## config.mk

```make
export PLATFORM = sky130hd
export DESIGN_NAME = lut_search_engine
export DESIGN_NICKNAME = d
export VERILOG_FILES = /design/src/rtl/lse_pkg.sv /design/src/rtl/lse_entry_classify.sv /design/src/rtl/lse_read_seq.sv /design/src/rtl/lut_search_engine.sv
export SDC_FILE = /design/constraint.sdc
export NUM_CORES = 1
export LEC_CHECK = 0
export ABC_AREA = 1
export BUFFER_PORTS_ARGS = -buffer_cell sky130_fd_sc_hd__buf_2
export CORE_UTILIZATION = 40
export CTS_BUF_LIST = sky130_fd_sc_hd__clkbuf_8
export CTS_CLUSTER_DIAMETER = 100
export CTS_CLUSTER_SIZE = 25
export DETAILED_ROUTE_END_ITERATION = 10
export PLACE_DENSITY_LB_ADDON = 0.1
export SYNTH_ARGS = -nofsm -noshare
export SYNTH_HDL_FRONTEND = slang
export SYNTH_SLANG_ARGS = --single-unit
export TNS_END_PERCENT = 5
```

## constraint.sdc

```tcl
create_clock -name clk -period 2.05 [get_ports clk]
set_input_delay 0.205 -clock clk [delete_from_list [all_inputs] [get_ports clk]]
set_output_delay 0.205 -clock clk [all_outputs]
set_load 0.05 [all_outputs]
```

## src/rtl/lse_pkg.sv

```systemverilog
// Shared definitions for the lookup table search engine.
// Holds command codes, entry type codes, entry field positions and the
// per-entry classification record.
package lse_pkg;
    localparam int MAC_W     = 48;
    localparam int VID_W     = 12;
    localparam int ENTRY_W   = 64;
    localparam int TYPE_LSB  = 60;
    localparam int VID_LSB   = 48;
    localparam int UC_LSB    = 62;
    localparam int MCAST_BIT = 40;

    typedef enum logic [2:0] {
        OP_ADDR   = 3'd0,
        OP_VLAN   = 3'd1,
        OP_FREE   = 3'd2,
        OP_AGE    = 3'd3,
        OP_INSERT = 3'd4
    } lse_op_e;

    typedef enum logic [1:0] {
        ET_FREE      = 2'd0,
        ET_ADDR      = 2'd1,
        ET_VLAN      = 2'd2,
        ET_VLAN_ADDR = 2'd3
    } lse_etype_e;

    localparam logic [1:0] UC_PERSIST = 2'd0;
    localparam logic [1:0] UC_PREFIX  = 2'd2;

    typedef struct packed {
        logic addr_hit;
        logic vlan_hit;
        logic is_free;
        logic evictable;
    } lse_class_t;
endpackage

```

## src/rtl/lse_entry_classify.sv

```systemverilog
// Combinational classifier for one table entry.
// Compares the entry against the search key and flags each criterion.
// Assumes the entry layout defined in lse_pkg.
module lse_entry_classify
    import lse_pkg::*;
(
    input  logic [ENTRY_W-1:0] entry,
    input  logic [MAC_W-1:0]   key_mac,
    input  logic [VID_W-1:0]   key_vid,
    output lse_class_t         cls
);
    logic [1:0]       etype;
    logic [1:0]       uc_kind;
    logic [VID_W-1:0] e_vid;
    logic [MAC_W-1:0] e_mac;
    logic             is_addr_type;

    // Split the entry into fields and evaluate each criterion.
    always_comb begin
        etype        = entry[TYPE_LSB +: 2];
        uc_kind      = entry[UC_LSB +: 2];
        e_vid        = entry[VID_LSB +: VID_W];
        e_mac        = entry[MAC_W-1:0];
        is_addr_type = (etype == ET_ADDR) || (etype == ET_VLAN_ADDR);

        cls.addr_hit  = is_addr_type && (e_vid == key_vid) && (e_mac == key_mac);
        cls.vlan_hit  = (etype == ET_VLAN) && (e_vid == key_vid);
        cls.is_free   = (etype == ET_FREE);
        cls.evictable = is_addr_type && !entry[MCAST_BIT]
                        && (uc_kind != UC_PERSIST) && (uc_kind != UC_PREFIX);
    end
endmodule

```

## src/rtl/lse_read_seq.sv

```systemverilog
// Read sequencer: issues one table read per cycle from index 0 upward.
// It tracks which index the returned data belongs to, given one cycle of
// read latency. Assumes start and stop are never high together.
module lse_read_seq #(
    parameter int DEPTH = 16,
    parameter int IDX_W = 4
) (
    input  logic             clk,
    input  logic             rst_n,
    input  logic             start,
    input  logic             stop,
    output logic             rd_en,
    output logic [IDX_W-1:0] rd_addr,
    output logic             chk_vld,
    output logic [IDX_W-1:0] chk_idx,
    output logic             chk_last
);
    localparam logic [IDX_W-1:0] LAST_IDX = IDX_W'(DEPTH - 1);

    logic             issuing;
    logic [IDX_W-1:0] iss_idx;

    // Advance the issue pointer and pipeline it to the check stage.
    always_ff @(posedge clk) begin
        if (!rst_n) begin
            issuing <= 1'b0;
            iss_idx <= '0;
            chk_vld <= 1'b0;
            chk_idx <= '0;
        end else if (start) begin
            issuing <= 1'b1;
            iss_idx <= '0;
            chk_vld <= 1'b0;
        end else if (stop) begin
            issuing <= 1'b0;
            chk_vld <= 1'b0;
        end else if (issuing) begin
            chk_vld <= 1'b1;
            chk_idx <= iss_idx;
            if (iss_idx == LAST_IDX) issuing <= 1'b0;
            else                     iss_idx <= iss_idx + 1'b1;
        end else begin
            chk_vld <= 1'b0;
        end
    end

    // Drive the table port and flag the final index.
    always_comb begin
        rd_en    = issuing;
        rd_addr  = iss_idx;
        chk_last = (chk_idx == LAST_IDX);
    end
endmodule

```

## src/rtl/lut_search_engine.sv

```systemverilog
// Lookup table search engine top.
// Takes a command while idle, scans the table in ascending order through
// the read sequencer, and reports the first qualifying index. For an insert
// it reports the match, else the first free index, else the first evictable
// index. Assumes read data arrives one cycle after a read and that the table
// is stable during a scan.
module lut_search_engine
    import lse_pkg::*;
#(
    parameter  int DEPTH = 16,
    localparam int IDX_W = (DEPTH > 1) ? $clog2(DEPTH) : 1
) (
    input  logic               clk,
    input  logic               rst_n,
    input  logic               cmd_valid,
    input  logic [2:0]         cmd_op,
    input  logic [MAC_W-1:0]   cmd_mac,
    input  logic [VID_W-1:0]   cmd_vid,
    output logic               busy,
    output logic               done,
    output logic               found,
    output logic [IDX_W-1:0]   index,
    output logic               tbl_rd_en,
    output logic [IDX_W-1:0]   tbl_rd_addr,
    input  logic [ENTRY_W-1:0] tbl_rd_data
);
    logic             accept;
    logic [2:0]       q_op;
    logic [MAC_W-1:0] q_mac;
    logic [VID_W-1:0] q_vid;
    logic             chk_vld, chk_last;
    logic [IDX_W-1:0] chk_idx;
    lse_class_t       cls;
    logic             hit, finish;
    logic             have_free, have_evict;
    logic [IDX_W-1:0] free_idx, evict_idx;
    logic             nxt_have_free, nxt_have_evict;
    logic [IDX_W-1:0] nxt_free_idx, nxt_evict_idx;
    logic             res_found;
    logic [IDX_W-1:0] res_idx;

    assign accept = cmd_valid && !busy;

    lse_read_seq #(.DEPTH(DEPTH), .IDX_W(IDX_W)) u_seq (
        .clk(clk), .rst_n(rst_n), .start(accept), .stop(finish),
        .rd_en(tbl_rd_en), .rd_addr(tbl_rd_addr),
        .chk_vld(chk_vld), .chk_idx(chk_idx), .chk_last(chk_last)
    );

    lse_entry_classify u_cls (
        .entry(tbl_rd_data), .key_mac(q_mac), .key_vid(q_vid), .cls(cls)
    );

    // Select the criterion for this command and form the insert fallbacks.
    always_comb begin
        case (q_op)
            OP_ADDR, OP_INSERT: hit = cls.addr_hit;
            OP_VLAN:            hit = cls.vlan_hit;
            OP_FREE:            hit = cls.is_free;
            OP_AGE:             hit = cls.evictable;
            default:            hit = 1'b0;
        endcase
        finish         = chk_vld && (hit || chk_last);
        nxt_have_free  = have_free || cls.is_free;
        nxt_free_idx   = have_free ? free_idx : chk_idx;
        nxt_have_evict = have_evict || cls.evictable;
        nxt_evict_idx  = have_evict ? evict_idx : chk_idx;

        res_found = 1'b0;
        res_idx   = '0;
        if (hit) begin
            res_found = 1'b1;
            res_idx   = chk_idx;
        end else if (q_op == OP_INSERT && nxt_have_free) begin
            res_found = 1'b1;
            res_idx   = nxt_free_idx;
        end else if (q_op == OP_INSERT && nxt_have_evict) begin
            res_found = 1'b1;
            res_idx   = nxt_evict_idx;
        end
    end

    // Take a command while idle and hold its key until the scan ends.
    always_ff @(posedge clk) begin
        if (!rst_n) begin
            busy  <= 1'b0;
            q_op  <= '0;
            q_mac <= '0;
            q_vid <= '0;
        end else if (accept) begin
            busy  <= 1'b1;
            q_op  <= cmd_op;
            q_mac <= cmd_mac;
            q_vid <= cmd_vid;
        end else if (finish) begin
            busy  <= 1'b0;
        end
    end

    // Remember the first free and first evictable index seen in this scan.
    always_ff @(posedge clk) begin
        if (!rst_n || accept) begin
            have_free  <= 1'b0;
            have_evict <= 1'b0;
            free_idx   <= '0;
            evict_idx  <= '0;
        end else if (chk_vld) begin
            have_free  <= nxt_have_free;
            have_evict <= nxt_have_evict;
            free_idx   <= nxt_free_idx;
            evict_idx  <= nxt_evict_idx;
        end
    end

    // Register the result and the completion pulse.
    always_ff @(posedge clk) begin
        if (!rst_n) begin
            done  <= 1'b0;
            found <= 1'b0;
            index <= '0;
        end else begin
            done <= finish;
            if (finish) begin
                found <= res_found;
                index <= res_idx;
            end
        end
    end

    AST_RESET_QUIET: assert property (@(posedge clk)
        !rst_n |=> !busy && !done && !tbl_rd_en) else $error("reset state");
    AST_READ_ONLY_BUSY: assert property (@(posedge clk) disable iff (!rst_n)
        tbl_rd_en |-> busy) else $error("read while idle");
    AST_SCAN_FROM_ZERO: assert property (@(posedge clk) disable iff (!rst_n)
        $rose(busy) |-> tbl_rd_en && tbl_rd_addr == '0) else $error("scan start");
    AST_READ_ASCENDING: assert property (@(posedge clk) disable iff (!rst_n)
        tbl_rd_en && $past(tbl_rd_en) |-> tbl_rd_addr == IDX_W'($past(tbl_rd_addr) + 1'b1))
        else $error("read order");
    AST_DONE_PULSE: assert property (@(posedge clk) disable iff (!rst_n)
        done |=> !done) else $error("done width");
    AST_DONE_ENDS_BUSY: assert property (@(posedge clk) disable iff (!rst_n)
        $fell(busy) |-> done) else $error("busy fall without done");
    AST_BUSY_HOLDS_KEY: assert property (@(posedge clk) disable iff (!rst_n)
        busy && $past(busy) |-> $stable(q_op) && $stable(q_vid)) else $error("key changed");
    AST_MISS_INDEX_ZERO: assert property (@(posedge clk) disable iff (!rst_n)
        done && !found |-> index == '0) else $error("miss index");
endmodule

```

==> impl_metrics.toml, run 1 <==
[setup_path]
crit_type = "reg -> reg"
r2r_end = "index[2]$_SDFFE_PN0P_"
reg2reg_slack_ps = 250
rr_worst_depth = 16
path_max_fanout = 6
worstReg2RegStart = "q_op[0]$_SDFFE_PN0P_"
critPathArrivalTime_ps = 2060
critPathLaunchType = "flop"
critPathCaptureType = "flop"
cp.required_ps = 2310

[pwr]
p_clk_share_pct = 32.2
p_int_mw = 2.698
power_density_mw_per_mm2 = 704.0
vdd_drop_max_v = 0.0003589
switching_power_mw = 1.089
leakage_nw = 2.642
switching_share_pct = 28.76
p_total_mw = 3.787
combinationalPowerShare_pct = 16.7
seqPwrFrac_pct = 51.0

[cts]
cts_resized = 0
ctsHoldBuffers = 0
clock_path_buffers = 2
post_cts_buffers = 0
clk_latency_ps = 350
cts_made_buffers = 9
clk_pin_slew_ps = 100
clock-root-buffer = "clkbuf_8"
cts_max_level = 3
clock-sinks = 90
cts_tree = "built"

[global_routing]
grt.total_usage_pct = 20.78
globalRouteOverflowTotal = 0
grt_pass1_wl_um = 18820
grt_max_degree = 96
grt_pass1_vias = 4098
antenna_found_initial = 3

[route]
drt_iter0_drc = 225
vias_per_cell = 4.690
firstDrtPassIters = 4
routed-wl-met2_um = 4881
top_layer_used = "met5"
wl_per_cell_um = 12.29
dr_wl_met3_um = 935
wirelength_met1_um = 5416
remaining_drc_errors = 0
drt_wl_total_um = 11360
via_count = 4334
antenna_left = 0

[floorplan]
chipHeight_um = 106.2
start_util_pct = 41.71
io_pins = 142
core_mm2 = 0.01042
die_x_um = 106.2
core.rowCount = 37
die_area_mm2 = 0.01128

[sta]
finalSetupViolCount = 0
fmax_ghz = 0.5559
max-slew-margin-rel_pct = 57.39
slew_violations = 0
hold_viol_final = 0
tightest_slew_ps = 632.4
fin_crit_sh_pct = 87.75
setup-tns-final_ps = 0
rsz0062_at_grt = "false"
fin_crit_ps = 1799
fin_skew_ps = 12.66

[synthesis]
ys_ff_latch = 90
syn_inst = 651
yosysWarnings = 0
syn_area_mm2 = 0.004344
synth_fp_nets = 782
syn-mean-instance-area_um2 = 6.673
yosysSeqAreaShare_pct = 41.47
synth.distinct_cells = 25

[placed_design]
post_dp_cell_area_mm2 = 0.005155
port-buffer-count = 140
placed_cells = 906
dp_hpwl_um = 8253
routabilityCongestion = 0.8156

[finish]
final_cell_mix = "nand2_1, buf_2, nor2_1"
final-instance-count-excl-fill = 924
finalInstanceArea_mm2 = 0.005379
final_common_cell = "nand2_1"
area_growth_pct = 23.82
drive_gt1_share_pct = 21.88
nets = 912
final_core_util_pct = 51.64

[worst_hold_path]
hold_depth = 3
hp-start = "cmd_vid[8]"
hold_end = "q_vid[8]$_SDFFE_PN0P_"
hp-class = "in -> reg"

[job]
drv_cap = 0

[outcome]
status = "finished, final reports clean"
power by group through the flow:
stage / logic (mW) / registers [mW] / clock network (mW)
6_report: 0.634 / 1.93 / 1.22
5_1_grt: 0.731 / 1.95 / 1.32
4_1_cts: 0.637 / 1.93 / 1.25
3_5_place_dp: 0.633 / 1.97 / 0
3_3_place_gp: 0.617 / 1.97 / 0
2_1_floorplan: 0.383 / 1.98 / 0
cell families (layout without fill, tap and decap cells):
family	after synthesis	after routing	synth area share [%]
simple gates	278	278	25.29
compound gates	146	146	17.25
buf+inv	106	241	9.418
flops	90	90	41.47
xor+xnor	22	22	4.435
mux	8	8	1.843
fa+ha+maj	1	1	0.2880
other cells	0	2	0
worst max-delay path: stages (launching register included):
cell     delay (ps)
dfxtp_1         360
nor2_2          140
nand2_1          60
nor2_1           90
nand2_1          60
nor2_1          110
nand2_1          70
nor2_1          120
nand2_1          60
nand2_1          70
nand2_2          70
nand2_1         170
inv_2            90
nand2_1          70
nand2_1          50
nor2_1           80
nor2_1           50
per-stage QoR:
step                      worst slack, ps  hold WS (ps)
after global placement              260.5         427.2
after floorplan                     520.9         339.9
after CTS                           192.1         60.36
after global routing               0.3904         78.50
final                               251.2         72.93
after detailed placement            207.2         431.6
flip-flops by register name, indices dropped and copies added (netlist names):
signal and count:
busy 1, done 1, evict_idx 4, found 1
free_idx 4, have_evict 1, have_free 1, index 4
q_mac 48, q_op 3, q_vid 12, u_seq.chk_idx 4
u_seq.chk_vld 1, u_seq.rd_addr 4, u_seq.rd_en 1
cells in the mapped netlist:
| library cell | count | share of area (%) |
|---|---|---|
| nand2_1 | 144 | 12 |
| nor2_1 | 109 | 9.4 |
| dfxtp_1 | 90 | 41 |
| o21ai_0 | 78 | 9.0 |
| inv_1 | 77 | 6.7 |
| a21oi_1 | 56 | 6.5 |
| clkbuf_1 | 23 | 2.0 |
| xnor2_1 | 18 | 3.6 |
| nand3_1 | 14 | 1.6 |
| mux2i_1 | 8 | 1.8 |
| o22ai_1 | 6 | 0.86 |
| xor2_1 | 4 | 0.81 |
| inv_2 | 3 | 0.26 |
| nand2_2 | 3 | 0.43 |
| nand4_1 | 3 | 0.43 |
| o21ai_1 | 3 | 0.35 |
| nand3_2 | 2 | 0.46 |
| nor3_1 | 2 | 0.23 |
| o2111ai_1 | 2 | 0.40 |
| a31o_2 | 1 | 0.20 |
| buf_4 | 1 | 0.17 |
| buf_6 | 1 | 0.26 |
| clkinv_1 | 1 | 0.086 |
| ha_1 | 1 | 0.29 |
| nand2_4 | 1 | 0.26 |
metal layers:
metal	track usage, %	vias to the layer above
li1	-	2312
met1	27.22	1871
met2	33.26	136
met3	5.518	13
met4	6.349	2
met5	0	-
final cells by class:
type,instances,area [um2]
well taps,136,170.2
fillers,1104,5037
diodes,2,5.005
inverters,81,306.5
clock inverters,7,68.82
flip-flops and latches,90,1802
repair buffers,144,743.2
multi-input cells,455,2160
clock buffers,9,123.9
worst max-delay path by stage:
stage | to | startpoint | depth (start not counted)
after floorplan | index[0]$_SDFFE_PN0P_ | q_op[0]$_SDFFE_PN0P_ | 15
after global placement | index[1]$_SDFFE_PN0P_ | q_op[0]$_SDFFE_PN0P_ | 16
after detailed placement | u_seq.rd_addr[3]$_SDFFE_PP0P_ | q_op[0]$_SDFFE_PN0P_ | 15
after CTS | u_seq.chk_idx[2]$_SDFFE_PN0P_ | q_op[0]$_SDFFE_PN0P_ | 15
after global routing | index[1]$_SDFFE_PN0P_ | q_mac[30]$_SDFFE_PN0P_ | 16
final | index[2]$_SDFFE_PN0P_ | q_op[0]$_SDFFE_PN0P_ | 16
Power figures use the tool's default switching activity.
==> run 2, diff against run 1 <==
ABC_AREA = unset   (was 1)
==> run 2 against run 1 <==
  * The run now ends with setup timing left
  * Highest routed layer is now met4
  * Routed wire length down 4.2%
  * Sequential share of layout area decreased by 0.93 points
  * Worst hold slack better by 12 ps
  * Clock power fell by 3%
  * Cell count fell by 14%
  * Largest power group unchanged
==> impl_metrics.toml, run 2 <==
[sta]
fin_skew_ps = 14.89
finalSetupViolCount = 5
fmax_ghz = 0.4813
tightest_slew_ps = 552.1
fin_crit_sh_pct = 101.4
hold_viol_final = 0
setup_ws_ps = -27.75
rsz0062_at_grt = "true"
fin_crit_ps = 2078
slew_violations = 0
max-slew-margin-rel_pct = 63.20

[floorplan]
io_pins = 142
chipHeight_um = 106.0
start_util_pct = 41.56
core.rowCount = 37
die_area_mm2 = 0.01124
core_mm2 = 0.01042
die_x_um = 106.0

[worst_hold_path]
hp-start = "cmd_op[1]"
hold_end = "q_op[1]$_SDFFE_PN0P_"
hold_depth = 3
hp-class = "in -> reg"

[setup_path]
cp.required_ps = 2330
critPathCaptureType = "flop"
critPathLaunchType = "flop"
crit_type = "reg -> reg"
reg2reg_slack_ps = -30
r2r_end = "u_seq.rd_addr[0]$_SDFFE_PP0P_"
rr_worst_depth = 11
critPathArrivalTime_ps = 2360
worstReg2RegStart = "q_op[0]$_SDFFE_PN0P_"
path_max_fanout = 9

[global_routing]
grt_pass1_wl_um = 17720
grt_max_degree = 65
globalRouteOverflowTotal = 0
grt_pass1_vias = 3707
grt.total_usage_pct = 20.07
antenna_found_initial = 1

[synthesis]
synthTopCellsByArea = "dfxtp_1, nand2_1, xnor2_1"
synth-edff-count = 0
netlist_top_cells_count = "nand2_1, dfxtp_1, a21boi_0"
synthFlopType = "dfxtp_1"
synth_fp_nets = 639
yosysTopAreaCellShare_pct = 41.62
yosysSeqAreaShare_pct = 41.62
netlist.top_cell.by_area = "dfxtp_1"
synth.distinct_cells = 49
syn_inst = 508
syn_area_mm2 = 0.004329
syn-mean-instance-area_um2 = 8.522
yosysWarnings = 0
synth.most_common_cell = "nand2_1"
async_flop_share_pct = 0
ys_ff_latch = 90

[job]
drv_cap = 0

[finish]
final_cell_mix = "nand2_1, buf_2, dfxtp_1"
final_common_cell = "nand2_1"
largest_reg_flops = 48
fillers = 1037
drive_gt1_share_pct = 31.40
area_growth_pct = 28.15
final-instance-count-excl-fill = 793
nets = 782
reg_top3 = "q_mac (48), q_vid (12)"
regMostFlops = "q_mac"

[outcome]
status = "complete, but fails checks"
violations = "setup timing"

[placed_design]
routabilityCongestion = 0.8716
placed_cells = 771
port-buffer-count = 140
dp_hpwl_um = 8000

[pwr]
leakage_nw = 2.253
seqPwrFrac_pct = 51.9
power_density_mw_per_mm2 = 657.0
p_int_mw = 2.661
p_total_mw = 3.645
p_clk_share_pct = 32.5
combinationalPowerShare_pct = 15.6
switching_share_pct = 26.99
switching_power_uw = 983.8
vdd_drop_max_v = 0.0003421

[cts]
cts_tree = "built"
clk_pin_slew_ps = 100
clock-root-buffer = "clkbuf_8"
cts_max_level = 3
clock_path_buffers = 2
clock-sinks = 90
ctsHoldBuffers = 0
clk_latency_ps = 350
cts_made_buffers = 9

[route]
wl_per_cell_um = 13.72
remaining_drc_errors = 0
via_count = 3838
drt_iter0_drc = 107
antenna_left = 0
firstDrtPassIters = 4
vias_per_cell = 4.840
drt_wl_total_um = 10880
[run 2: cell count changes after synthesis, sizes merged, moves of 4 or more]
cell | previous run | this run
nand3 | 16 | 5
nand4 | 3 | 15
o21ai | 81 | 12
mux2i | 8 | 16
a21boi | 0 | 64
nor2 | 109 | 15
a21oi | 56 | 8
nor3b | 0 | 4
o22ai | 6 | 0
xnor2 | 18 | 58
xor2 | 4 | 0
inv | 80 | 4
[run 2: cell families (layout without fill, tap and decap cells)]
family	Yosys count	in the layout	synth area share, %
simple gates	208	208	21.33
compound gates	100	100	17.49
flops	90	90	41.62
xor+xnor	58	58	11.73
buf+inv	34	182	3.584
mux	17	17	3.959
fa+ha+maj	1	1	0.2890
other cells	0	1	0
[run 2: cell type report]
class	instances	area [um2]	share of cell area [%]
Sequential cell	90	1807	32.57
Antenna cell	1	2.502	0.04511
Clock buffer	12	165.2	2.977
Tap cell	136	170.2	3.067
Multi-Input combinational cell	384	2456	44.27
Inverter	4	15.01	0.2706
Timing Repair Buffer	162	898.4	16.19
Clock inverter	4	33.78	0.6089
[run 2: repair_timing]
action	4_1_cts	5_1_grt
setup endpoints to repair	16	16
pin swaps	3	1
gates resized for setup	13	5
buffers inserted	4	1
[run 2: worst max-delay path by stage]
stage,start,endpoint,slack [ps],cells after the start
global placement,q_mac[42]$_SDFFE_PN0P_,found$_SDFFE_PN0P_,-130,9
floorplan,q_op[1]$_SDFFE_PN0P_,found$_SDFFE_PN0P_,190,7
global route,q_op[1]$_SDFFE_PN0P_,u_seq.rd_en$_SDFF_PN0_,-160,11
finish,q_op[0]$_SDFFE_PN0P_,u_seq.rd_addr[0]$_SDFFE_PP0P_,-30,11
CTS,q_op[1]$_SDFFE_PN0P_,index[0]$_SDFFE_PN0P_,-50,11
detailed placement,q_mac[42]$_SDFFE_PN0P_,found$_SDFFE_PN0P_,-130,9
[run 2: power groups by stage]
stage               Sequential, mW  Combinational [mW]  Clock, mW
global route                  1.91               0.630       1.30
finish                        1.89               0.568       1.18
global placement              1.93               0.555          0
floorplan                     1.94               0.324          0
CTS                           1.89               0.572       1.23
detailed placement            1.93               0.565          0
[run 2: metal layers]
layer / vias to the layer above / GRT usage, % / share of wire [%]
met5: - / 0 / 0
met4: 0 / 5.060 / 0.62
met3: 5 / 7.051 / 6.7
met2: 83 / 32.54 / 47
met1: 1758 / 25.37 / 46
li1: 1992 / - / -
[run 2: through the flow]
step / instance area (um2) / hold WS [ps] / setup slack, ps / utilization (%) / TNS [ps]
after floorplan: 4329 / 349.9 / 186.2 / - / 0
after global placement: 5223 / 452.5 / -127.8 / 50.14 / -1179
after detailed placement: 5223 / 461.6 / -132.5 / 50.14 / -1024
after CTS: 5508 / 63.34 / -46.18 / 52.88 / -204.8
after global routing: 5545 / 66.85 / -156.9 / 53.24 / -1383
final: 5548 / 85.23 / -27.75 / 53.26 / -87.00
[run 2: critical path, stage by stage, from the launching register on]
cell and delay [ps]:
dfxtp_2 350, nor4bb_4 150, buf_4 140, o211ai_1 200, nor4_2 60, buf_4 150
o21ai_2 140, a41oi_2 60, buf_4 170, buf_6 120, or3_1 340, a21oi_1 130
==> run 3, diff against run 2 <==
REMOVE_ABC_BUFFERS = 1   (was unset)
==> run 3 against run 2 <==
  * The run still ends with setup timing left
  * Clock power is 3% lower
  * Design area is 0.65% higher
  * Count of clock-buffer cells in the layout is 3 lower
  * Power is 1.3% lower
  * Routed wire length is 3.8% lower
  * Sequential share of layout area hardly changed
  * Largest power group unchanged
  * Sequential power hardly changed
  * Utilization is 0.35 points higher
  * Die area stayed put
  * First-iteration DRC count is 69% higher
==> impl_metrics.toml, run 3 (same netlist as run 2, synthesis figures left out) <==
[pwr]
seqPwrFrac_pct = 52.6
switching_power_uw = 936.5
switching_share_pct = 26.02
leakage_nw = 2.274
p_int_mw = 2.663
combinationalPowerShare_pct = 15.8
power_density_mw_per_mm2 = 644.6
p_clk_share_pct = 31.6
p_total_mw = 3.599
vdd_drop_max_v = 0.0002955

[cts]
clock-root-buffer = "clkbuf_8"
clk_pin_slew_ps = 90
ctsHoldBuffers = 0
cts_tree = "built"
clock-sinks = 90
cts_made_buffers = 9
clock_path_buffers = 2
cts_max_level = 3
clk_latency_ps = 360

[sta]
tightest_slew_ps = 496.5
fin_crit_ps = 2085
setup-tns-final_ps = -35.28
fin_skew_ps = 5.183
fin_crit_sh_pct = 101.7
rsz0062_at_grt = "true"
setup_ws_ps = -34.62
finalSetupViolCount = 2
slew_violations = 0
hold_viol_final = 0
fmax_ghz = 0.4797
max-slew-margin-rel_pct = 66.83

[finish]
reg_top3 = "q_mac (48), q_vid (12)"
final_cell_mix = "nand2_1, buf_2, dfxtp_1"
area_growth_pct = 28.99
nets = 779
regMostFlops = "q_mac"
antenna_cells = 0
final_common_cell = "nand2_1"
final_core_util_pct = 53.61
drive_gt1_share_pct = 33.23
largest_reg_flops = 48
final-instance-count-excl-fill = 789

[placed_design]
place_ws_ps = -139.9
port-buffer-count = 140
placed_cells = 771
dp_hpwl_um = 7332
routabilityCongestion = 0.7879

[route]
antenna_left = 0
remaining_drc_errors = 0
vias_per_cell = 4.842
wl_per_cell_um = 13.26
drt_wl_total_um = 10470
via_count = 3820
drt_iter0_drc = 181
firstDrtPassIters = 4

[setup_path]
critPathLaunchType = "flop"
critPathCaptureType = "flop"
critPathArrivalTime_ps = 2320
path_max_fanout = 4
cp.required_ps = 2280
crit_type = "reg -> reg"

[worst_hold_path]
hp-class = "in -> reg"

[floorplan]
io_pins = 142
chipHeight_um = 106.0
die_area_mm2 = 0.01124
die_x_um = 106.0
start_util_pct = 41.56
core_mm2 = 0.01042
core.rowCount = 37

[outcome]
violations = "setup timing"
status = "complete, but fails checks"

[job]
drv_cap = 0

[global_routing]
grt_pass1_vias = 3704
grt_pass1_wl_um = 17190
grt_max_degree = 65
globalRouteOverflowTotal = 0
grt.total_usage_pct = 19.44
antenna_found_initial = 0
==> run 3: final timing paths <==
check	end	startpoint	depth (start not counted)	slack (ps)
max	u_seq.rd_addr[3]$_SDFFE_PP0P_	q_mac[41]$_SDFFE_PN0P_	10	-30
min	q_mac[3]$_SDFFE_PN0P_	cmd_mac[3]	3	80
min reg2reg	q_mac[1]$_SDFFE_PN0P_	q_mac[1]$_SDFFE_PN0P_	2	480
max reg2reg	u_seq.rd_addr[3]$_SDFFE_PP0P_	q_mac[41]$_SDFFE_PN0P_	10	-30
==> run 3: power by group through the flow <==
stage,logic [mW],clock network [mW],registers (mW)
after floorplan,0.297,0,1.94
after global placement,0.544,0,1.93
after detailed placement,0.556,0,1.93
after CTS,0.567,1.17,1.89
after global routing,0.635,1.27,1.91
final,0.568,1.14,1.90
==> run 3: per-layer routing <==
metal / part of all wire, % / routed length, um / global-route usage [%]
met2: 47 / 4868 / 32.21
met4: 2.2 / 228 / 8.333
met5: 0 / 0 / 0
met3: 5.7 / 594 / 5.150
met1: 46 / 4775 / 23.74
==> run 3: area by class of cell <==
cell class,count,area [um2]
fill,1017,4832
sequential,90,1821
timing repair buffer,159,888.4
tap,136,170.2
multi-input combinational,384,2511
clock inverter,7,55.05
clock buffer,9,123.9
inverter,4,15.01
==> run 3: critical path: stages (launching register included) <==
cell and delay, ps:
dfxtp_1 330, xnor2_1 180, nand4_1 120, nor4_2 320
buf_4 170, nand4_4 110, a41oi_2 240, buf_4 170
buf_6 100, o21bai_1 60, nor3b_2 160
==> run 3: through the flow <==
step	hold slack, ps	area (um2)
after floorplan	322.0	4189
after global placement	454.4	5235
after detailed placement	461.8	5235
after CTS	67.88	5523
after global routing	69.49	5584
final	81.92	5584
==> run 3: what timing repair did <==
action | CTS | global route
pin swaps | 14 | 13
endpoints found under the setup margin | 15 | 15
gates resized for setup | 21 | 14
setup buffers | 1 | 1
